--- src/rtl/ckm_pkg.sv ---
// Package: shared types for the clock mode and wake-up controller.
// Assumes a fixed 16-bit control word whose field order software relies on.
package ckm_pkg;

    localparam int CTRL_W    = 16;
    localparam int MULT_W    = 8;
    localparam int WAKE_PINS = 3;

    typedef enum logic [1:0] {
        OUT_VCO   = 2'b00,
        OUT_DIV2  = 2'b01,
        OUT_DIV4  = 2'b10,
        OUT_XTAL2 = 2'b11
    } out_sel_e;

    typedef enum logic [1:0] {
        WSRC_POR  = 2'b00,
        WSRC_PINA = 2'b01,
        WSRC_PINB = 2'b10,
        WSRC_ANY  = 2'b11
    } wake_src_e;

    typedef enum logic [1:0] {
        ST_HOLD  = 2'b00,
        ST_RUN   = 2'b01,
        ST_SLEEP = 2'b10
    } ckm_state_e;

    typedef struct packed {
        logic [MULT_W-1:0] mult;
        logic              wake_lvl;
        wake_src_e         wake_src;
        out_sel_e          out_sel;
        logic              stop_osc;
        logic              stop_vco;
        logic              use_pll;
    } ctrl_t;

endpackage

--- src/rtl/ckm_ctrl_reg.sv ---
// Control register: stores the 16-bit control word and clamps the multiplier.
// Assumes writes are accepted only while the sequencer reports running; the
// sequencer clears the two stop bits in the cycle it leaves deep sleep.
module ckm_ctrl_reg
    import ckm_pkg::*;
#(
    parameter int MULT_MIN = 1,
    parameter int MULT_MAX = 156
) (
    input  logic                clk,
    input  logic                rst_n,
    input  logic                wr_en,
    input  logic [CTRL_W-1:0]   wr_data,
    input  logic                accept_i,
    input  logic                clr_stop_i,
    output ctrl_t               ctrl_o,
    output logic [MULT_W-1:0]   mult_o
);

    localparam logic [MULT_W-1:0] MIN_V = MULT_W'(MULT_MIN);
    localparam logic [MULT_W-1:0] MAX_V = MULT_W'(MULT_MAX);

    ctrl_t ctrl_q;

    // Hold the control word: load on accepted writes, drop stop bits on wake.
    always_ff @(posedge clk) begin
        if (!rst_n) begin
            ctrl_q <= '0;
        end else if (accept_i && wr_en) begin
            ctrl_q <= ctrl_t'(wr_data);
        end else if (clr_stop_i) begin
            ctrl_q.stop_osc <= 1'b0;
            ctrl_q.stop_vco <= 1'b0;
        end
    end

    // Limit the multiplier seen by the PLL to its legal range.
    always_comb begin
        if (ctrl_q.mult < MIN_V)
            mult_o = MIN_V;
        else if (ctrl_q.mult > MAX_V)
            mult_o = MAX_V;
        else
            mult_o = ctrl_q.mult;
    end

    assign ctrl_o = ctrl_q;


    write_ignored_chk: assert property (@(posedge clk) disable iff (!rst_n)
        (!accept_i && !clr_stop_i) |=> $stable(ctrl_q));

endmodule

--- src/rtl/ckm_clk_gen.sv ---
// Clock enable generator: divides the VCO tick stream and picks the source.
// Assumes tick inputs are single-cycle pulses on clk. The selection changes
// only at the end of a divide-by-4 period unless apply is forced.
module ckm_clk_gen
    import ckm_pkg::*;
#(
    parameter int DIV_MAX = 4
) (
    input  logic      clk,
    input  logic      rst_n,
    input  logic      vco_tick,
    input  logic      xtal_tick,
    input  logic      xtal2_tick,
    input  logic      want_pll_i,
    input  out_sel_e  want_out_i,
    input  logic      force_apply_i,
    input  logic      run_nxt_i,
    output logic      clk_en_o
);

    localparam int                 CNT_W = $clog2(DIV_MAX);
    localparam logic [CNT_W-1:0]   LAST  = CNT_W'(DIV_MAX - 1);

    logic [CNT_W-1:0] div_cnt_q;
    logic             act_pll_q;
    out_sel_e         act_out_q;
    logic             boundary;
    logic             apply;
    logic             pll_pulse;
    logic             pulse;
    logic             en_q;

    assign boundary = vco_tick && (div_cnt_q == LAST);
    assign apply    = boundary || force_apply_i;

    // Count VCO ticks modulo the largest divide ratio.
    always_ff @(posedge clk) begin
        if (!rst_n)
            div_cnt_q <= '0;
        else if (vco_tick)
            div_cnt_q <= div_cnt_q + CNT_W'(1);
    end

    // Adopt the requested selection only at a safe point.
    always_ff @(posedge clk) begin
        if (!rst_n) begin
            act_pll_q <= 1'b0;
            act_out_q <= OUT_VCO;
        end else if (apply) begin
            act_pll_q <= want_pll_i;
            act_out_q <= want_out_i;
        end
    end

    // Pick the PLL-path pulse for the active output option.
    always_comb begin
        unique case (act_out_q)
            OUT_VCO:   pll_pulse = vco_tick;
            OUT_DIV2:  pll_pulse = vco_tick && div_cnt_q[0];
            OUT_DIV4:  pll_pulse = boundary;
            OUT_XTAL2: pll_pulse = xtal2_tick;
            default:   pll_pulse = 1'b0;
        endcase
    end

    assign pulse = act_pll_q ? pll_pulse : xtal_tick;

    // Register the enable, gated by whether the core runs next cycle.
    always_ff @(posedge clk) begin
        if (!rst_n)
            en_q <= 1'b0;
        else
            en_q <= pulse && run_nxt_i;
    end

    assign clk_en_o = en_q;


    sel_at_boundary_chk: assert property (@(posedge clk) disable iff (!rst_n)
        !$stable({act_pll_q, act_out_q}) |-> $past(apply));

endmodule

--- src/rtl/ckm_wake.sv ---
// Wake detector: synchronizes the wake pins and filters the armed match.
// Assumes the pins are asynchronous. A wake needs two consecutive matching
// synchronized samples while the sequencer reports deep sleep.
module ckm_wake
    import ckm_pkg::*;
#(
    parameter int SYNC_STAGES = 2
) (
    input  logic                 clk,
    input  logic                 rst_n,
    input  logic [WAKE_PINS-1:0] pin_i,
    input  logic                 lvl_i,
    input  wake_src_e            src_i,
    input  logic                 asleep_i,
    output logic                 wake_o
);

    logic [WAKE_PINS-1:0] level;
    logic [WAKE_PINS-1:0] match;
    logic                 hit;
    logic                 hit_q;

    for (genvar p = 0; p < WAKE_PINS; p++) begin : g_sync
        logic [SYNC_STAGES-1:0] sq;

        // Shift the raw pin through the synchronizer chain.
        always_ff @(posedge clk) begin
            if (!rst_n)
                sq <= '0;
            else
                sq <= {sq[SYNC_STAGES-2:0], pin_i[p]};
        end

        assign level[p] = sq[SYNC_STAGES-1];
    end

    assign match = lvl_i ? level : ~level;

    // Decode which synchronized pins may wake the core.
    always_comb begin
        unique case (src_i)
            WSRC_POR:  hit = 1'b0;
            WSRC_PINA: hit = match[0];
            WSRC_PINB: hit = match[1];
            WSRC_ANY:  hit = |match;
            default:   hit = 1'b0;
        endcase
    end

    // Remember the previous match for the two-sample filter.
    always_ff @(posedge clk) begin
        if (!rst_n)
            hit_q <= 1'b0;
        else
            hit_q <= hit;
    end

    assign wake_o = asleep_i && hit && hit_q;


    por_only_no_wake_chk: assert property (@(posedge clk) disable iff (!rst_n)
        wake_o |-> (src_i != WSRC_POR));

endmodule

--- src/rtl/ckm_seq.sv ---
// Sequencer: tracks reset hold, running and deep sleep.
// Assumes sleep_req stays set until the wake that clears the stop bits.
// Reset and wake both pass through a fixed hold before the core runs.
module ckm_seq
    import ckm_pkg::*;
#(
    parameter int HOLD_TICKS = 16
) (
    input  logic  clk,
    input  logic  rst_n,
    input  logic  sleep_req_i,
    input  logic  wake_i,
    output logic  run_o,
    output logic  run_nxt_o,
    output logic  asleep_o,
    output logic  clr_stop_o,
    output logic  core_rst_n_o
);

    localparam int                HCNT_W    = $clog2(HOLD_TICKS);
    localparam logic [HCNT_W-1:0] HOLD_LAST = HCNT_W'(HOLD_TICKS - 1);

    ckm_state_e        state_q;
    ckm_state_e        state_d;
    logic [HCNT_W-1:0] hold_cnt_q;

    // Choose the next mode from the current mode and its events.
    always_comb begin
        state_d = state_q;
        unique case (state_q)
            ST_HOLD:  if (hold_cnt_q == HOLD_LAST) state_d = ST_RUN;
            ST_RUN:   if (sleep_req_i)             state_d = ST_SLEEP;
            ST_SLEEP: if (wake_i)                  state_d = ST_HOLD;
            default:                               state_d = ST_HOLD;
        endcase
    end

    // Advance the mode register; reset starts a hold.
    always_ff @(posedge clk) begin
        if (!rst_n)
            state_q <= ST_HOLD;
        else
            state_q <= state_d;
    end

    // Count cycles spent holding the core in reset.
    always_ff @(posedge clk) begin
        if (!rst_n)
            hold_cnt_q <= '0;
        else if (state_q == ST_HOLD)
            hold_cnt_q <= hold_cnt_q + HCNT_W'(1);
        else
            hold_cnt_q <= '0;
    end

    assign run_o        = (state_q == ST_RUN);
    assign run_nxt_o    = (state_d == ST_RUN);
    assign asleep_o     = (state_q == ST_SLEEP);
    assign clr_stop_o   = (state_q == ST_SLEEP) && wake_i;
    assign core_rst_n_o = (state_q != ST_HOLD);


    full_hold_chk: assert property (@(posedge clk) disable iff (!rst_n)
        $rose(core_rst_n_o) |-> ($past(hold_cnt_q) == HOLD_LAST));

endmodule

--- src/rtl/clkmode_wake_ctrl.sv ---
// Top: clock mode and wake-up controller.
// Wires the control register, enable generator, wake detector and sequencer.
// Assumes all tick inputs are synchronous single-cycle pulses on clk.
module clkmode_wake_ctrl
    import ckm_pkg::*;
#(
    parameter int HOLD_TICKS  = 16,
    parameter int SYNC_STAGES = 2,
    parameter int MULT_MIN    = 1,
    parameter int MULT_MAX    = 156
) (
    input  logic                 clk,
    input  logic                 rst_n,
    input  logic                 wr_en,
    input  logic [CTRL_W-1:0]    wr_data,
    output logic [CTRL_W-1:0]    rd_data,
    input  logic                 vco_tick,
    input  logic                 xtal_tick,
    input  logic                 xtal2_tick,
    input  logic [WAKE_PINS-1:0] wake_pin,
    output logic [MULT_W-1:0]    pll_mult,
    output logic                 osc_stop,
    output logic                 vco_stop,
    output logic                 sys_clk_en,
    output logic                 core_rst_n
);

    ctrl_t ctrl;
    logic  run;
    logic  run_nxt;
    logic  asleep;
    logic  clr_stop;
    logic  wake;
    logic  sleep_req;
    logic  force_apply;

    assign sleep_req   = ctrl.stop_osc && ctrl.stop_vco;
    assign force_apply = ctrl.stop_vco || !run;

    ckm_ctrl_reg #(
        .MULT_MIN (MULT_MIN),
        .MULT_MAX (MULT_MAX)
    ) u_reg (
        .clk        (clk),
        .rst_n      (rst_n),
        .wr_en      (wr_en),
        .wr_data    (wr_data),
        .accept_i   (run),
        .clr_stop_i (clr_stop),
        .ctrl_o     (ctrl),
        .mult_o     (pll_mult)
    );

    ckm_clk_gen #(
        .DIV_MAX (4)
    ) u_gen (
        .clk           (clk),
        .rst_n         (rst_n),
        .vco_tick      (vco_tick),
        .xtal_tick     (xtal_tick),
        .xtal2_tick    (xtal2_tick),
        .want_pll_i    (ctrl.use_pll),
        .want_out_i    (ctrl.out_sel),
        .force_apply_i (force_apply),
        .run_nxt_i     (run_nxt),
        .clk_en_o      (sys_clk_en)
    );

    ckm_wake #(
        .SYNC_STAGES (SYNC_STAGES)
    ) u_wake (
        .clk      (clk),
        .rst_n    (rst_n),
        .pin_i    (wake_pin),
        .lvl_i    (ctrl.wake_lvl),
        .src_i    (ctrl.wake_src),
        .asleep_i (asleep),
        .wake_o   (wake)
    );

    ckm_seq #(
        .HOLD_TICKS (HOLD_TICKS)
    ) u_seq (
        .clk          (clk),
        .rst_n        (rst_n),
        .sleep_req_i  (sleep_req),
        .wake_i       (wake),
        .run_o        (run),
        .run_nxt_o    (run_nxt),
        .asleep_o     (asleep),
        .clr_stop_o   (clr_stop),
        .core_rst_n_o (core_rst_n)
    );

    assign rd_data  = ctrl;
    assign osc_stop = ctrl.stop_osc;
    assign vco_stop = ctrl.stop_vco;


    sleep_quiet_chk: assert property (@(posedge clk) disable iff (!rst_n)
        asleep |-> (osc_stop && vco_stop && !sys_clk_en && core_rst_n));


    hold_no_clk_chk: assert property (@(posedge clk) disable iff (!rst_n)
        !core_rst_n |-> !sys_clk_en);

endmodule

--- config.mk ---
export PLATFORM = sky130hd
export DESIGN_NAME = clkmode_wake_ctrl
export DESIGN_NICKNAME = d
export VERILOG_FILES = /design/src/rtl/ckm_pkg.sv /design/src/rtl/ckm_ctrl_reg.sv /design/src/rtl/ckm_clk_gen.sv /design/src/rtl/ckm_wake.sv /design/src/rtl/ckm_seq.sv /design/src/rtl/clkmode_wake_ctrl.sv
export SDC_FILE = /design/constraint.sdc
export NUM_CORES = 1
export LEC_CHECK = 0
export BUFFER_PORTS_ARGS = -buffer_cell sky130_fd_sc_hd__clkbuf_2
export CORE_UTILIZATION = 38
export CTS_CLUSTER_SIZE = 24
export DETAILED_ROUTE_END_ITERATION = 6
export PLACE_DENSITY_LB_ADDON = 0.05
export SLEW_MARGIN = 20
export SYNTH_ARGS = -nofsm -noshare
export SYNTH_HDL_FRONTEND = slang
export SYNTH_SLANG_ARGS = --single-unit
--- constraint.sdc ---
create_clock -name clk -period 1.61 [get_ports clk]
set_input_delay 0.2415 -clock clk [delete_from_list [all_inputs] [get_ports clk]]
set_output_delay 0.2415 -clock clk [all_outputs]
set_load 0.05 [all_outputs]
======== Yosys cells after proc, flatten, opt, wreduce, memory -nomap -nowiden ========
Cells that the tools add are included.
word-level totals
  logic and storage cells ................. 63
  bits in registers ....................... 35
  bits of input ports ..................... 25
  output and inout port bits .............. 28
operators by class
  bitwise gates (word level) .............. 1
  mux-type cells .......................... 12
  equality and inequality tests ........... 11
  reduce and logical (&&, ||, !) cells .... 18
  $lt $le $gt $ge ......................... 2
  add/subtract/negate cells ............... 2
operators with widths
  kind                                                   count
  two-way mux 8 bit                                      2
  equality test 2 bit (second input constant)            6
  two-way mux 2 bit                                      5
  equality test 2 x 1 -> 1 bit (second input constant)   4
  greater-than comparator 8 bit (second input constant)  1
  logical AND 1 bit                                      8
  < comparator 8 x 1 -> 1 bit (second input constant)    1
  one-hot mux 1 bit (4 select lines)                     2
  zero test 2 bit                                        3
  one-hot mux 2 bit (3 select lines)                     1
  adder 4 x 1 -> 4 bit (second input constant)           1
  equality test 4 bit (second input constant)            1
  nonzero test 2 bit                                     2
  two-way mux 3 bit                                      1
  NOT 3 bit                                              1
  OR reduction 3 bit                                     1
  adder 2 x 1 -> 2 bit (second input constant)           1
  logical OR 1 bit                                       2
  AND reduction 2 bit                                    1
  zero test 1 bit                                        1
  two-way mux 1 bit                                      1

======== Longest topological paths before layout ========
  word-level depth ........................ 10
  gate-level depth with buffers ........... 5
  mapped depth without buffers ............ 5

======== By module ========
A second synthesis with hierarchy kept.
second synthesis, totals
  cell total of the unflattened synthesis .. 167
  area total of the unflattened synthesis .. 1520.2 um2
by module, submodules not included
  module             times used  sequential area each (um2)  cells each  area an instance (um2)
  ckm_ctrl_reg       1           320.3                       85          689.4
  ckm_seq            1           120.1                       29          285.3
  ckm_clk_gen        1           120.1                       25          265.3
  ckm_wake           1           140.1                       24          252.7
  clkmode_wake_ctrl  1           0.0                         4           27.5

======== Least setup slack after synthesis ========
OpenSTA, ideal clock, no wires.
  kind .................................... reg2out
  start ................................... reg u_reg.ctrl_q, in the netlist u_reg.ctrl_o[11]
  end ..................................... out pll_mult[0]
  slack ................................... -0.588 ns
  path buffers ............................ 0
  stages on the path, launching flop included .. 4
  data required time ...................... 1.368 ns
  arrival ................................. 1.956 ns
  cells stage by stage .................... dfxtp_1 > nor4_1 > nand2_1 > o21ai_0
on the way
  word-level cells in the longest chain between the ends .. 3
  elaborated cells on any way between the ends .. 4
  classes of those cells .................. 2 x order compare; 2 x mux
RTL lines
  element                        RTL line                 RTL
  from (decl)                    ckm_ctrl_reg.sv:23       ctrl_t ctrl_q;
  from (signal assigned)         ckm_ctrl_reg.sv:30       ctrl_q <= ctrl_t'(wr_data);
  greater-than comparator 8 bit  ckm_ctrl_reg.sv:41       else if (ctrl_q.mult > MAX_V)
  two-way mux 8 bit              ckm_ctrl_reg.sv:41
  two-way mux 8 bit (*)          ckm_ctrl_reg.sv:39       if (ctrl_q.mult < MIN_V)
  to (decl)                      clkmode_wake_ctrl.sv:21  output logic [MULT_W-1:0] pll_mult,
Mark *: on every way between the ends. The rest lies on a longest branch, timed or not.

======== Worst setup path after layout ========
  start ................................... reg u_reg.ctrl_q, in the netlist u_reg.ctrl_o[14]
  end ..................................... out pll_mult[0]
Same word-level chain as after synthesis.

==> impl_metrics.tcl <==
set metrics [dict create \
    numCtsBuffers 5 \
    cts_buffer_depth 2 \
    grt_first_pass_wirelength_um 5380 \
    die_w_um 64.9 \
    synth_cell_types 31 \
    cp_top_family "compound AO/OA/AOI/OAI gates" \
    grt_pass1_vias 1237 \
    power_density_nw_per_um2 912 \
    synth_warnings 0 \
    synth_edf_count 0 \
    htree_levels 2 \
    cap_viol_max_count 0 \
    dp.cells 268 \
    vias_per_cell 4.86 \
    ios 53 \
    final_cells 277 \
    timing.hold.ws_ps 161 \
    first_pass_iters 4 \
    dpl.hpwl_um 2460 \
    maxSlewViolCount 0 \
    cts-root-buf "clkbuf_8" \
    clock_sinks 35 \
    grt_max_degree 14 \
    crit_buf_inv 1 \
    ir_drop_mv 0.581 \
    antenna_left 0 \
    synth_nets 201 \
    cp.arrival_ps 1330 \
    clk_pin_slew_ps 60 \
    drive_gt1_share_pct 33.6 \
    final_common_cell "clkbuf_2" \
    rsz0062_at_grt "true" \
    dieHeight_um 64.9 \
    worstPathMaxFanout 6 \
    skew_ps 4.81 \
    worstSetupPathType "register to primary output" \
    p_leak_nw 0.880 \
    slowest_stage "dfxtp_2" \
    critPathLaunchType "register" \
    wirelength_um 3200 \
    io_buffers 52 \
    initial_utilization_pct 40.5 \
    status "finished, final reports clean" \
    diodes 0 \
    synth-seq-cells 35 \
    setup_viol 0 \
    rows 22 \
    synth_ff_type "dfxtp_1" \
    clock.fmax_mhz 638 \
    antenna_found_initial 0 \
    final_cell_mix "clkbuf_2, nand2_1, dfxtp_1, a21boi_1" \
    synth-seq-area-share_pct 46.6 \
    clock_latency_ps 280 \
    hold_violations 0 \
    core_um2 3720 \
    synth_area_um2 1510 \
    holdCritPathClass "input pin to register" \
    period_share_pct 97.4 \
    syn2layout_area_growth_pct 29.4 \
    worst_pin_slew_ps 307 \
    cp.required_ps 1370 \
    syn_avg_cell_area_um2 8.65 \
    final_nets 255 \
    period_needed_ps 1570 \
    cp_common_cell "nand2_1" \
    worstSetupEndpointType "primary output" \
    gp_congestion 0.735 \
    cp_slowest_stage_delay_ps 340 \
    overflow 0 \
    syn_inst 174 \
    hold_buffers 0 \
    fp.dieArea_um2 4220 \
    grt_usage_pct 17.1 \
    drt_iter0_markers 36 \
    routedWlPerCell_um 11.6 \
    ys_async_sr_fraction_pct 0 \
    vias 1345 \
    crit_chain "a311o_1, nand2_1, nand2_1, o21ai_2, buf_8" \
    maxSlewHeadroom_pct 79.4 \
    drc 0 \
    cts_tree "done" \
]
-- flip-flops by register name, summed over array words and instances, names as in the netlist --
name and flops:
u_reg.ctrl_o 16, u_wake.g_sync.sq 6, u_seq.hold_cnt_q 4, u_gen.act_out_q 2, u_gen.div_cnt_q 2, u_seq.state_q 2
u_gen.act_pll_q 1, u_gen.clk_en_o 1, u_wake.hit_q 1
-- logic make-up (layout without fill, tap and decap cells) --
kind of cell    count (synthesis)  count (layout)  synth area share, %
buf+inv                        16              71                 5.32
simple gates                   82              82                 26.9
compound gates                 31              31                 14.5
xor+xnor                        4               4                 2.33
mux                             4               4                 2.66
flops                          35              35                 46.6
fa+ha+maj                       2               2                 1.66
-- layer usage --
| layer | track usage [%] | part of all wire [%] | up-vias |
|---|---|---|---|
| met2 | 29.3 | 49 | 37 |
| met5 | 0 | 0 | - |
| met3 | 5.81 | 5.6 | 6 |
| met1 | 19.0 | 43 | 613 |
| li1 | - | - | 689 |
| met4 | 7.50 | 1.6 | 0 |
-- synth_stat cells, drive strengths merged (3+ instances only) --
cell type	instances	area, µm²
nor2	8	30.0
and2	9	56.3
nand2	35	134
and3	3	18.8
inv	6	22.5
nand3	6	30.0
dfxtp	35	701
mux2i	4	40.0
a21oi	3	15.0
o21ai	6	30.0
nor2b	9	56.3
clkbuf	4	15.0
a21boi	14	105
nand2b	5	31.3
buf	6	42.5
-- through the flow --
stage	total power, mW	area (µm²)	utilization, %	setup TNS, ps	setup slack (ps)
after floorplan	1.06	1520	-	0	32.2
after global placement	1.11	1810	48.7	0	233
after detailed placement	1.12	1810	48.7	0	202
after CTS	1.80	1940	52.3	0	4.18
after global routing	1.87	1950	52.4	-119	-42.1
final	1.78	1950	52.4	0	42.3
-- path summary, 6_finish.rpt --
| kind | from | slack, ps | cells past startpoint | end |
|---|---|---|---|---|
| max | u_reg.ctrl_o[14] | 40 | 5 | pll_mult[0] |
| min | wake_pin[2] | 160 | 2 | u_wake.g_sync[2].sq[0] |
| max reg2reg | u_seq.state_q[0] | 230 | 4 | u_reg.ctrl_o[2] |
| min reg2reg | u_wake.g_sync[0].sq[0] | 430 | 1 | u_wake.g_sync[0].sq[1] |
-- report_power, final --
part / leakage (nW) / switching, mW / total (mW) / internal, mW
logic: 0.542 / 0.107 / 0.180 / 0.0727
clock network: 0.0515 / 0.290 / 0.680 / 0.390
registers: 0.287 / 0.0247 / 0.917 / 0.893
-- area by class of cell --
class,count,area (µm²)
Clock buffer,8,100
Timing Repair Buffer,57,318
Multi-Input combinational cell,123,741
Sequential cell,35,707
Inverter,6,22.5
Fill cell,388,1770
Tap cell,48,60.1
-- repair_timing --
action	in CTS	in global routing
gates resized for setup	8	3
pin swaps	0	1
endpoints found under the setup margin	2	5
setup buffers	1	0
No activity file was read; power rests on OpenSTA's default activity.
